**src/rtl/asram_pkg.sv**
```systemverilog
package asram_pkg;

  typedef enum logic [2:0] {
    ST_IDLE, ST_WSET, ST_WPUL, ST_WREC, ST_RACC, ST_RTURN, ST_PDN, ST_RWAIT
  } st_e;

  typedef struct packed {
    logic cs_n;
    logic oe_n;
    logic we_n;
    logic dq_oe;
  } strobe_t;

  localparam strobe_t STROBE_IDLE = '{cs_n: 1'b1, oe_n: 1'b1, we_n: 1'b1, dq_oe: 1'b0};

  // ceiling of ps / clk_ps, never below one cycle
  function automatic int unsigned ps_to_cyc(int unsigned ps, int unsigned clk_ps);
    int unsigned c;
    c = (ps + clk_ps - 1) / clk_ps;
    if (c < 1) c = 1;
    return c;
  endfunction

  // write-enable low time: pulse width, data setup, and the rest of the cycle time
  function automatic int unsigned pulse_cyc(int unsigned wp_ps, int unsigned dw_ps,
                                            int unsigned wc_ps, int unsigned setup,
                                            int unsigned recov, int unsigned clk_ps);
    int c;
    int rest;
    c = int'(ps_to_cyc(wp_ps, clk_ps));
    if (int'(ps_to_cyc(dw_ps, clk_ps)) > c) c = int'(ps_to_cyc(dw_ps, clk_ps));
    rest = int'(ps_to_cyc(wc_ps, clk_ps)) - int'(setup) - int'(recov);
    if (rest > c) c = rest;
    return int'(c);
  endfunction

  // read window: access time plus one cycle for the input sampling path
  function automatic int unsigned read_cyc(int unsigned aa_ps, int unsigned clk_ps);
    return ps_to_cyc(aa_ps, clk_ps) + 1;
  endfunction

  function automatic int unsigned cyc_per_us(int unsigned clk_ps);
    int unsigned c;
    c = 1000000 / clk_ps;
    if (c < 1) c = 1;
    return c;
  endfunction

  function automatic strobe_t strobes_for(st_e s);
    strobe_t o;
    o = STROBE_IDLE;
    case (s)
      ST_WSET:  begin o.cs_n = 1'b0; o.dq_oe = 1'b1; end
      ST_WPUL:  begin o.cs_n = 1'b0; o.we_n = 1'b0; o.dq_oe = 1'b1; end
      ST_WREC:  begin o.cs_n = 1'b0; o.dq_oe = 1'b1; end
      ST_RACC:  begin o.cs_n = 1'b0; o.oe_n = 1'b0; end
      default:  o = STROBE_IDLE;
    endcase
    return o;
  endfunction

endpackage

```
**src/rtl/asram_seq.sv**
```systemverilog
module asram_seq
  import asram_pkg::*;
#(
  parameter int unsigned SETUP = 1,
  parameter int unsigned PULSE = 1,
  parameter int unsigned RECOV = 1,
  parameter int unsigned READ  = 2,
  parameter int unsigned TURN  = 1,
  parameter int unsigned CNT_W = 4
) (
  input  logic    clk,
  input  logic    rst_n,
  input  logic    req_valid,
  input  logic    req_we,
  input  logic    pd_req,
  input  logic    ret_done,
  output logic    req_ready,
  output logic    accept,
  output logic    rd_capture,
  output logic    wr_end,
  output logic    pd_enter,
  output logic    pd_hold,
  output logic    in_rwait,
  output logic    done,
  output strobe_t strb
);

  localparam logic [CNT_W-1:0] LD_SETUP = CNT_W'(SETUP - 1);
  localparam logic [CNT_W-1:0] LD_PULSE = CNT_W'(PULSE - 1);
  localparam logic [CNT_W-1:0] LD_RECOV = CNT_W'(RECOV - 1);
  localparam logic [CNT_W-1:0] LD_READ  = CNT_W'(READ - 1);
  localparam logic [CNT_W-1:0] LD_TURN  = CNT_W'(TURN - 1);

  st_e              st_q, st_d;
  logic [CNT_W-1:0] cnt_q, cnt_d;
  logic             last;
  logic             done_q;
  strobe_t          strb_q;

  assign last      = (cnt_q == '0);
  assign req_ready = (st_q == ST_IDLE) && !pd_req;
  assign accept    = req_valid && req_ready;
  assign rd_capture = (st_q == ST_RACC) && last;
  assign wr_end    = (st_q == ST_WREC) && last;
  assign pd_enter  = (st_q == ST_IDLE) && pd_req;
  assign pd_hold   = (st_q == ST_PDN) || (st_q == ST_RWAIT);
  assign in_rwait  = (st_q == ST_RWAIT);

  always_comb begin
    st_d  = st_q;
    cnt_d = last ? cnt_q : cnt_q - 1'b1;
    case (st_q)
      ST_IDLE: begin
        if (pd_req) begin
          st_d = ST_PDN;
        end else if (req_valid) begin
          if (req_we) begin
            st_d  = ST_WSET;
            cnt_d = LD_SETUP;
          end else begin
            st_d  = ST_RACC;
            cnt_d = LD_READ;
          end
        end
      end
      ST_WSET:  if (last) begin st_d = ST_WPUL;  cnt_d = LD_PULSE; end
      ST_WPUL:  if (last) begin st_d = ST_WREC;  cnt_d = LD_RECOV; end
      ST_WREC:  if (last) st_d = ST_IDLE;
      ST_RACC:  if (last) begin st_d = ST_RTURN; cnt_d = LD_TURN; end
      ST_RTURN: if (last) st_d = ST_IDLE;
      ST_PDN:   if (!pd_req) st_d = ST_RWAIT;
      ST_RWAIT: if (ret_done) st_d = ST_IDLE;
      default:  st_d = ST_IDLE;
    endcase
  end

  always_ff @(posedge clk or negedge rst_n) begin
    if (!rst_n) begin
      st_q   <= ST_IDLE;
      cnt_q  <= '0;
      done_q <= 1'b0;
      strb_q <= STROBE_IDLE;
    end else begin
      st_q   <= st_d;
      cnt_q  <= cnt_d;
      done_q <= rd_capture || wr_end;
      strb_q <= strobes_for(st_d);
    end
  end

  assign done = done_q;
  assign strb = strb_q;

endmodule

```
**src/rtl/asram_path.sv**
```systemverilog
module asram_path #(
  parameter int unsigned ADDR_W = 20,
  parameter int unsigned DATA_W = 4
) (
  input  logic              clk,
  input  logic              rst_n,
  input  logic              accept,
  input  logic [ADDR_W-1:0] req_addr,
  input  logic [DATA_W-1:0] req_wdata,
  input  logic              rd_capture,
  input  logic [DATA_W-1:0] mem_dq_in,
  output logic [ADDR_W-1:0] mem_addr,
  output logic [DATA_W-1:0] mem_dq_out,
  output logic [DATA_W-1:0] rsp_rdata
);

  logic [ADDR_W-1:0] addr_q;
  logic [DATA_W-1:0] wdata_q;
  logic [DATA_W-1:0] rdata_q;

  // address and data only load on acceptance, which happens with chip select high
  always_ff @(posedge clk or negedge rst_n) begin
    if (!rst_n) begin
      addr_q  <= '0;
      wdata_q <= '0;
    end else if (accept) begin
      addr_q  <= req_addr;
      wdata_q <= req_wdata;
    end
  end

  always_ff @(posedge clk or negedge rst_n) begin
    if (!rst_n) rdata_q <= '0;
    else if (rd_capture) rdata_q <= mem_dq_in;
  end

  assign mem_addr   = addr_q;
  assign mem_dq_out = wdata_q;
  assign rsp_rdata  = rdata_q;

endmodule

```
**src/rtl/asram_retain.sv**
```systemverilog
module asram_retain #(
  parameter int unsigned PRE    = 100,
  parameter int unsigned RET_US = 5000
) (
  input  logic clk,
  input  logic rst_n,
  input  logic active,
  input  logic pd_enter,
  output logic ret_done,
  output logic ret_ready
);

  localparam int unsigned PRE_W = $clog2(PRE + 1);
  localparam int unsigned US_W  = $clog2(RET_US + 1);
  localparam logic [PRE_W-1:0] PRE_LAST = PRE_W'(PRE - 1);
  localparam logic [US_W-1:0]  US_LAST  = US_W'(RET_US - 1);

  logic [PRE_W-1:0] pre_q;
  logic [US_W-1:0]  us_q;
  logic             tick;
  logic             ready_q;

  assign tick     = active && (pre_q == PRE_LAST);
  assign ret_done = tick && (us_q == US_LAST);

  always_ff @(posedge clk or negedge rst_n) begin
    if (!rst_n) begin
      pre_q <= '0;
      us_q  <= '0;
    end else if (!active) begin
      pre_q <= '0;
      us_q  <= '0;
    end else if (tick) begin
      pre_q <= '0;
      us_q  <= us_q + 1'b1;
    end else begin
      pre_q <= pre_q + 1'b1;
    end
  end

  always_ff @(posedge clk or negedge rst_n) begin
    if (!rst_n) ready_q <= 1'b1;
    else if (pd_enter) ready_q <= 1'b0;
    else if (ret_done) ready_q <= 1'b1;
  end

  assign ret_ready = ready_q;

endmodule

```
**src/rtl/asram_ctrl.sv**
```systemverilog
module asram_ctrl
  import asram_pkg::*;
#(
  parameter int unsigned ADDR_W   = 20,
  parameter int unsigned DATA_W   = 4,
  parameter int unsigned CLK_PS   = 10000,
  parameter int unsigned T_AS_PS  = 0,
  parameter int unsigned T_WP_PS  = 7000,
  parameter int unsigned T_DW_PS  = 5000,
  parameter int unsigned T_WR_PS  = 0,
  parameter int unsigned T_WC_PS  = 10000,
  parameter int unsigned T_AA_PS  = 10000,
  parameter int unsigned T_OHZ_PS = 5000,
  parameter int unsigned RET_US   = 5000
) (
  input  logic              clk,
  input  logic              rst_n,
  input  logic              req_valid,
  output logic              req_ready,
  input  logic              req_we,
  input  logic [ADDR_W-1:0] req_addr,
  input  logic [DATA_W-1:0] req_wdata,
  output logic              rsp_done,
  output logic [DATA_W-1:0] rsp_rdata,
  input  logic              pd_req,
  output logic              ret_ready,
  output logic [ADDR_W-1:0] mem_addr,
  output logic              mem_cs_n,
  output logic              mem_oe_n,
  output logic              mem_we_n,
  output logic [DATA_W-1:0] mem_dq_out,
  output logic              mem_dq_oe,
  input  logic [DATA_W-1:0] mem_dq_in
);

  localparam int unsigned SETUP_CYC = ps_to_cyc(T_AS_PS, CLK_PS);
  localparam int unsigned RECOV_CYC = ps_to_cyc(T_WR_PS, CLK_PS);
  localparam int unsigned PULSE_CYC = pulse_cyc(T_WP_PS, T_DW_PS, T_WC_PS,
                                                SETUP_CYC, RECOV_CYC, CLK_PS);
  localparam int unsigned READ_CYC  = read_cyc(T_AA_PS, CLK_PS);
  localparam int unsigned TURN_CYC  = ps_to_cyc(T_OHZ_PS, CLK_PS);
  localparam int unsigned PRE_CYC   = cyc_per_us(CLK_PS);
  localparam int unsigned MAX_A     = (SETUP_CYC > PULSE_CYC) ? SETUP_CYC : PULSE_CYC;
  localparam int unsigned MAX_B     = (RECOV_CYC > READ_CYC) ? RECOV_CYC : READ_CYC;
  localparam int unsigned MAX_C     = (MAX_A > MAX_B) ? MAX_A : MAX_B;
  localparam int unsigned MAX_CYC   = (MAX_C > TURN_CYC) ? MAX_C : TURN_CYC;
  localparam int unsigned CNT_W     = $clog2(MAX_CYC + 1);

  // named internal events
  logic    accept;
  logic    rd_capture;
  logic    wr_end;
  logic    pd_enter;
  logic    pd_hold;
  logic    in_rwait;
  logic    ret_done;
  strobe_t strb;

  asram_seq #(
    .SETUP (SETUP_CYC),
    .PULSE (PULSE_CYC),
    .RECOV (RECOV_CYC),
    .READ  (READ_CYC),
    .TURN  (TURN_CYC),
    .CNT_W (CNT_W)
  ) u_seq (
    .clk        (clk),
    .rst_n      (rst_n),
    .req_valid  (req_valid),
    .req_we     (req_we),
    .pd_req     (pd_req),
    .ret_done   (ret_done),
    .req_ready  (req_ready),
    .accept     (accept),
    .rd_capture (rd_capture),
    .wr_end     (wr_end),
    .pd_enter   (pd_enter),
    .pd_hold    (pd_hold),
    .in_rwait   (in_rwait),
    .done       (rsp_done),
    .strb       (strb)
  );

  asram_path #(
    .ADDR_W (ADDR_W),
    .DATA_W (DATA_W)
  ) u_path (
    .clk        (clk),
    .rst_n      (rst_n),
    .accept     (accept),
    .req_addr   (req_addr),
    .req_wdata  (req_wdata),
    .rd_capture (rd_capture),
    .mem_dq_in  (mem_dq_in),
    .mem_addr   (mem_addr),
    .mem_dq_out (mem_dq_out),
    .rsp_rdata  (rsp_rdata)
  );

  asram_retain #(
    .PRE    (PRE_CYC),
    .RET_US (RET_US)
  ) u_ret (
    .clk       (clk),
    .rst_n     (rst_n),
    .active    (in_rwait),
    .pd_enter  (pd_enter),
    .ret_done  (ret_done),
    .ret_ready (ret_ready)
  );

  assign mem_cs_n  = strb.cs_n;
  assign mem_oe_n  = strb.oe_n;
  assign mem_we_n  = strb.we_n;
  assign mem_dq_oe = strb.dq_oe;

endmodule

```
**config.mk**
```make
export PLATFORM = sky130hd
export DESIGN_NAME = asram_ctrl
export DESIGN_NICKNAME = d
export VERILOG_FILES = /design/src/rtl/asram_pkg.sv /design/src/rtl/asram_seq.sv /design/src/rtl/asram_path.sv /design/src/rtl/asram_retain.sv /design/src/rtl/asram_ctrl.sv
export SDC_FILE = /design/constraint.sdc
export NUM_CORES = 1
export LEC_CHECK = 0
export BUFFER_PORTS_ARGS = -buffer_cell sky130_fd_sc_hd__buf_2
export CORE_MARGIN = 5
export CORE_UTILIZATION = 45
export CTS_BUF_LIST = sky130_fd_sc_hd__clkbuf_8
export DETAILED_ROUTE_END_ITERATION = 16
export PLACE_DENSITY = 0.77
export SYNTH_ARGS = -nofsm -noshare
export SYNTH_HDL_FRONTEND = slang
export SYNTH_SLANG_ARGS = --single-unit
```
**constraint.sdc**
```tcl
create_clock -name clk -period 2 [get_ports clk]
set_input_delay 0.2 -clock clk [delete_from_list [all_inputs] [get_ports clk]]
set_output_delay 0.2 -clock clk [all_outputs]
set_load 0.02 [all_outputs]
```
==> After elaboration in Yosys (flattened, before gate mapping) <==
Cells that the tools add are included.
{ "op_classes": {"n_reduce_logical": 16, "n_addsub": 3, "mux": 26, "eq_ne": 14} }
{ "ops": {"columns": ["operator", "n"], "rows": [
  ["$mux W3", 9],
  ["$mux W13", 2],
  ["$pmux W3 S7", 1],
  ["$eq A3 B3 Y1 const B", 5],
  ["$mux W7", 2],
  ["$add A13 B1 Y13 const B", 1],
  ["$eq A13 B13 Y1 const B", 1],
  ["$eq A3 B2 Y1 const B", 4],
  ["$mux W2", 4],
  ["$add A7 B1 Y7 const B", 1],
  ["$eq A7 B7 Y1 const B", 1],
  ["$logic_and A1 B1 Y1", 7],
  ["$mux W1", 7],
  ["$eq A3 B1 Y1 const B", 2],
  ["$reduce_or A3 Y1", 2],
  ["$pmux W2 S2", 1],
  ["$reduce_or A4 Y1", 1],
  ["$logic_not A3 Y1", 1],
  ["$logic_not A2 Y1", 1],
  ["$ne A2 B2 Y1 const B", 1],
  ["$reduce_bool A2 Y1", 1],
  ["$reduce_or A2 Y1", 1],
  ["$sub A2 B1 Y2 const B", 1],
  ["$logic_not A1 Y1", 1],
  ["$logic_or A1 B1 Y1", 1]
]} }
{ "word_totals": {"regBits": 59, "out_inout_bits": 35, "elab_cells": 72, "inputBits": 33} }

==> Longest topological paths before layout <==
{ "depth": {"ltp_word": 8, "depth_mapped": 7, "mapped_depth_nobuf": 6} }

==> Cells and area by module <==
From an unflattened synthesis, not the netlist that was laid out.
{ "hier_totals": {"cells_unflattened": 221, "hier_area_um2": 2790.2} }
{ "modules_own_cells": {"columns": ["mod", "n_inst", "area_per_inst_um2", "cells_each", "seq_area_each_um2"], "rows": [
  ["asram_path", 1, 1142.3, 59, 700.7],
  ["asram_retain", 1, 1072.3, 108, 526.8],
  ["asram_seq", 1, 575.6, 54, 254.0]
]} }

==> Least setup slack after synthesis <==
Ideal clock, no wire load.
{ "synth_timing": {"path_type": "reg-to-reg", "from": "reg u_seq.st_q[0]", "to": "reg u_path.addr_q[16], in the netlist u_path.mem_addr[16]", "path_slack_ps": 237, "t_required_ps": 1872, "setup_time_ps": 128, "n_path_buf": 1, "synth_period_minus_slack_ps": 1763, "path_stages_with_launch": 5, "t_arrival_ps": 1635, "cell_sequence": "dfrtp_1 > nor4_4 > nand2_2 > buf_2 > mux2_1"} }
{ "synth_via": {"elab_chain_cells": 3} }
{ "synth_rtl": {"columns": ["element", "line", "source"], "rows": [
  ["start: declaration", "asram_seq.sv:34", "st_e st_q, st_d;"],
  ["start signal: assignment", "asram_seq.sv:84", "st_q <= st_d;"],
  ["$logic_not A3 Y1", "asram_seq.sv:41", "assign req_ready = (st_q == ST_IDLE) && !pd_req;"],
  ["$logic_and A1 B1 Y1", "asram_seq.sv:41", null],
  ["named net req_ready", "asram_ctrl.sv:19", "output logic req_ready,"],
  ["$logic_and A1 B1 Y1", "asram_seq.sv:42", "assign accept = req_valid && req_ready;"],
  ["end signal: assignment", "asram_path.sv:27", "addr_q <= req_addr;"],
  ["end: declaration", "asram_path.sv:17", "logic [ADDR_W-1:0] addr_q;"]
]} }
The timed path passes the listed nets, and every way through them passes these cells.
A chain may end at the register's enable or synchronous reset.

==> Worst setup path after layout <==
{ "layout_timing": {"from": "reg u_ret.pre_q[3]", "to": "reg u_ret.us_q[10]"} }
{ "layout_via": {"elab_chain_cells": 3} }
{ "layout_rtl": {"columns": ["element", "line", "source"], "rows": [
  ["start: declaration", "asram_retain.sv:18", "logic [PRE_W-1:0] pre_q;"],
  ["start signal: assignment", "asram_retain.sv:37", "pre_q <= pre_q + 1'b1;"],
  ["$eq A7 B7 Y1", "asram_retain.sv:23", "assign tick = active && (pre_q == PRE_LAST);"],
  ["$logic_and A1 B1 Y1", "asram_retain.sv:23", null],
  ["$ne A2 B2 Y1 (no line)", null, null],
  ["end signal: assignment", "asram_retain.sv:35", "us_q <= us_q + 1'b1;"],
  ["end: declaration", "asram_retain.sv:19", "logic [US_W-1:0] us_q;"]
]} }
Every way passes these cells.

==> load_flow_metrics.sql <==
INSERT INTO impl_metrics (metric_group, metric, value, unit) VALUES
('outcome', 'outcome', 'complete, no violations', ''),
('drt', 'detail_route.drc_violations', '0', ''),
('timing', 'totalNegativeSetupSlack', '0', 'ps'),
('floorplan', 'die_height', '86.0', 'µm'),
('worst_setup_path', 'worstSetupEndpointType', 'flop', ''),
('drt', 'detail-route-antenna-nets', '0', ''),
('synthesis', 'number_of_cells_produced_by_synthesis', '216', ''),
('cts', 'ctsRootBufferMaster', 'sky130_fd_sc_hd__clkbuf_8', ''),
('cts', 'cts_htree_levels', '3', ''),
('worst_setup_path', 'critPathRequiredTime', '2250', 'ps'),
('cts', 'post_cts_resize_count', '0', ''),
('cts', 'clk-insertion-delay-late', '330', 'ps'),
('cts', 'cts_max_path_buffers', '2', ''),
('global_routing', 'globalRoute.totalOverflow', '0', ''),
('drt', 'detail_route.vias_per_cell', '5.09', ''),
('worst_setup_path', 'worst_ep_arrival_time', '2040', 'ps'),
('drt', 'drtPass1Iterations', '4', ''),
('placed_design', 'io_buffers', '67', ''),
('global_routing', 'grt_antenna_before_repair', '0', ''),
('timing', 'maxClockFrequency', '558', 'MHz'),
('timing', 'fin_worst_skew', '9.99', 'ps'),
('layout', 'num_antenna_cells', '0', ''),
('layout', 'drive_gt1_share', '39.8', '%'),
('placed_design', 'globalplace.congestion', '0.833', ''),
('synthesis', 'largest_area_contributor_in_the_synthesized_netlist', 'sky130_fd_sc_hd__dfrtp_1', ''),
('cts', 'post_cts_setup_buffer_count', '0', ''),
('worst_setup_path', 'setup.worst_path.class', 'flop to flop', ''),
('timing', 'fin_ws', '207', 'ps'),
('cts', 'cts_buffers', '9', ''),
('drt', 'initialDrtViolationCount', '83', ''),
('pwr', 'power.density', '1380', 'nW/µm²'),
('synthesis', 'yosys_most_used_dff', 'sky130_fd_sc_hd__dfrtp_1', ''),
('cts', 'cts_hold_buf', '1', ''),
('floorplan', 'fp.dieArea', '7390', 'µm²'),
('drt', 'dr_wl_met3', '481', 'µm'),
('timing', 'grt_setup_unrepaired', 'false', ''),
('synthesis', 'synth.yosys.seq_area_share', '57.1', '%'),
('timing', 'worst-slew-pin-transition', '486', 'ps'),
('layout', 'mostFrequentLayoutCell', 'sky130_fd_sc_hd__buf_2', ''),
('synthesis', 'edff_count_synth', '0', ''),
('global_routing', 'grt_pass1_vias', '1981', ''),
('timing', 'finalSetupViolCount', '0', ''),
('hold_path', 'worst_hold_path.endpoint', 'u_seq.cnt_q[0]', ''),
('timing', 'timing.final.hold_violations', '0', ''),
('worst_setup_path', 'worstPathMaxFanout', '6', ''),
('synthesis', 'synthesis.yosys.warnings', '0', ''),
('pwr', 'peakVddDrop', '0.992', 'mV'),
('floorplan', 'boundaryPins', '68', ''),
('synthesis', 'post_synth_instance_area', '2600', 'µm²'),
('floorplan', 'die_w', '86.0', 'µm'),
('worst_setup_path', 'r2r.worst_path.cells', '5', ''),
('synthesis', 'synth_cell_types', '38', ''),
('timing', 'slew_violations', '0', ''),
('synthesis', 'synth_fp_nets', '251', ''),
('layout', 'flow.area_growth_from_synthesis', '24.9', '%'),
('worst_setup_path', 'worst_setup_path_start_kind', 'flop', ''),
('worst_setup_path', 'rrSetupSlack', '210', 'ps'),
('job', 'maxCapViolations', '0', ''),
('layout', 'finish.net_count', '329', ''),
('layout', 'final_cell_mix', 'sky130_fd_sc_hd__buf_2, sky130_fd_sc_hd__dfrtp_1, sky130_fd_sc_hd__mux2_2, sky130_fd_sc_hd__nor2_1, sky130_fd_sc_hd__nand2_1', ''),
('drt', 'drt-total-wl', '5210', 'µm'),
('timing', 'slew-limit-headroom', '67.5', '%'),
('drt', 'routedLengthMet1', '2280', 'µm'),
('floorplan', 'rows', '27', ''),
('drt', 'detailroute.via_count', '1887', ''),
('cts', 'clock_sinks', '59', ''),
('drt', 'post_drt_wl_per_cell', '14.0', 'µm'),
('synthesis', 'yosys.area.top_type_share', '53.0', '%'),
('worst_setup_path', 'worstReg2RegEnd', 'u_ret.us_q[10]', ''),
('synthesis', 'synth_area_leaders', 'sky130_fd_sc_hd__dfrtp_1, sky130_fd_sc_hd__mux2_2, sky130_fd_sc_hd__xor2_1', ''),
('timing', 'finalCritPeriodShare', '89.7', '%');
-- final cells by class --
class	instances	area, µm²
Fill cell	444	2300
Timing Repair Buffer	74	403
Multi-Input combinational cell	146	1060
Tap cell	72	90.1
Sequential cell	59	1480
Clock buffer	12	165
Inverter	4	15.0
Clock inverter	4	25.0
-- synth_stat cells, types with 2 or more instances --
master / instances
sky130_fd_sc_hd__dfrtp_1: 55
sky130_fd_sc_hd__mux2_2: 22
sky130_fd_sc_hd__nor2_1: 20
sky130_fd_sc_hd__nand2_1: 14
sky130_fd_sc_hd__xor2_1: 13
sky130_fd_sc_hd__and3_1: 9
sky130_fd_sc_hd__nand4_1: 8
sky130_fd_sc_hd__o21ai_0: 8
sky130_fd_sc_hd__nand3_1: 7
sky130_fd_sc_hd__a21oi_1: 6
sky130_fd_sc_hd__mux2_1: 6
sky130_fd_sc_hd__clkbuf_1: 4
sky130_fd_sc_hd__dfstp_2: 4
sky130_fd_sc_hd__inv_1: 4
sky130_fd_sc_hd__or3_1: 4
sky130_fd_sc_hd__nand3b_1: 3
sky130_fd_sc_hd__and2_1: 2
sky130_fd_sc_hd__and4_1: 2
sky130_fd_sc_hd__buf_2: 2
sky130_fd_sc_hd__ha_1: 2
sky130_fd_sc_hd__nand2b_1: 2
sky130_fd_sc_hd__nor4_1: 2
sky130_fd_sc_hd__xnor2_1: 2
-- logic make-up (layout without fill, tap and decap cells) --
group                      count (synthesis)  in the layout  share of synthesized area, %
AOI/OAI and AO/OA                         20             20                          4.53
xor gates and xnor gates                  15             15                          5.06
adders and majority gates                  2              2                         0.964
buffers and inverters                     11             94                          1.98
DFF                                       59             59                          57.1
muxes                                     28             28                          12.1
and+or+nand+nor                           81             81                          18.3
-- state kept, by name, summed over array words and instances, names as in the netlist --
signal	flops
u_path.mem_dq_out	4
u_path.mem_addr	20
u_path.rsp_rdata	4
u_seq.cnt_q	2
u_seq.done	1
u_ret.ret_ready	1
u_seq.st_q	3
u_seq.strb	4
u_ret.us_q	13
u_ret.pre_q	7
-- metal layers --
metal  track usage [%]  up-vias
met5                 0        -
met4              6.04        0
met3              8.36        2
met2              23.6       64
met1              18.4      903
li1                  -      918
-- per-stage QoR --
step / instances / hold WS [ps] / utilization [%] / area (µm²) / power [µW]
6_report: 371 / 80.3 / 58.5 / 3240 / 4490
5_1_grt: 371 / 72.0 / 58.5 / 3240 / 4780
4_1_cts: 371 / 66.7 / 58.5 / 3240 / 4530
3_5_place_dp: 354 / 143 / 54.9 / 3040 / 3510
3_3_place_gp: 354 / 142 / 54.9 / 3040 / 3460
2_1_floorplan: 216 / -95.6 / - / 2600 / 2910
-- worst max-delay path by stage --
| stage | from | endpoint | slack [ps] |
|---|---|---|---|
| global route | u_ret.pre_q[0] | u_ret.us_q[10] | 50 |
| global placement | u_ret.pre_q[3] | u_seq.st_q[1] | 280 |
| finish | u_ret.pre_q[3] | u_ret.us_q[10] | 210 |
| floorplan | u_seq.st_q[0] | u_path.mem_addr[16] | 240 |
| detailed placement | u_ret.pre_q[0] | u_ret.us_q[10] | 220 |
| CTS | u_ret.pre_q[3] | u_ret.us_q[8] | 200 |
-- report_power, final --
part           internal (µW)  switching [µW]  leakage [µW]
combinational            691             999      0.000691
sequential              1590             201      0.000749
clock                    546             458     0.0000998
total                   2830            1660       0.00154
-- critical path, stage by stage, from the launching register on --
cell and delay (ps):
sky130_fd_sc_hd__dfrtp_1 450, sky130_fd_sc_hd__nor4b_4 330, sky130_fd_sc_hd__and2_1 330, sky130_fd_sc_hd__nand3_4 120, sky130_fd_sc_hd__or3_1 320, sky130_fd_sc_hd__a21oi_1 150
Power figures use the tool's default switching activity.
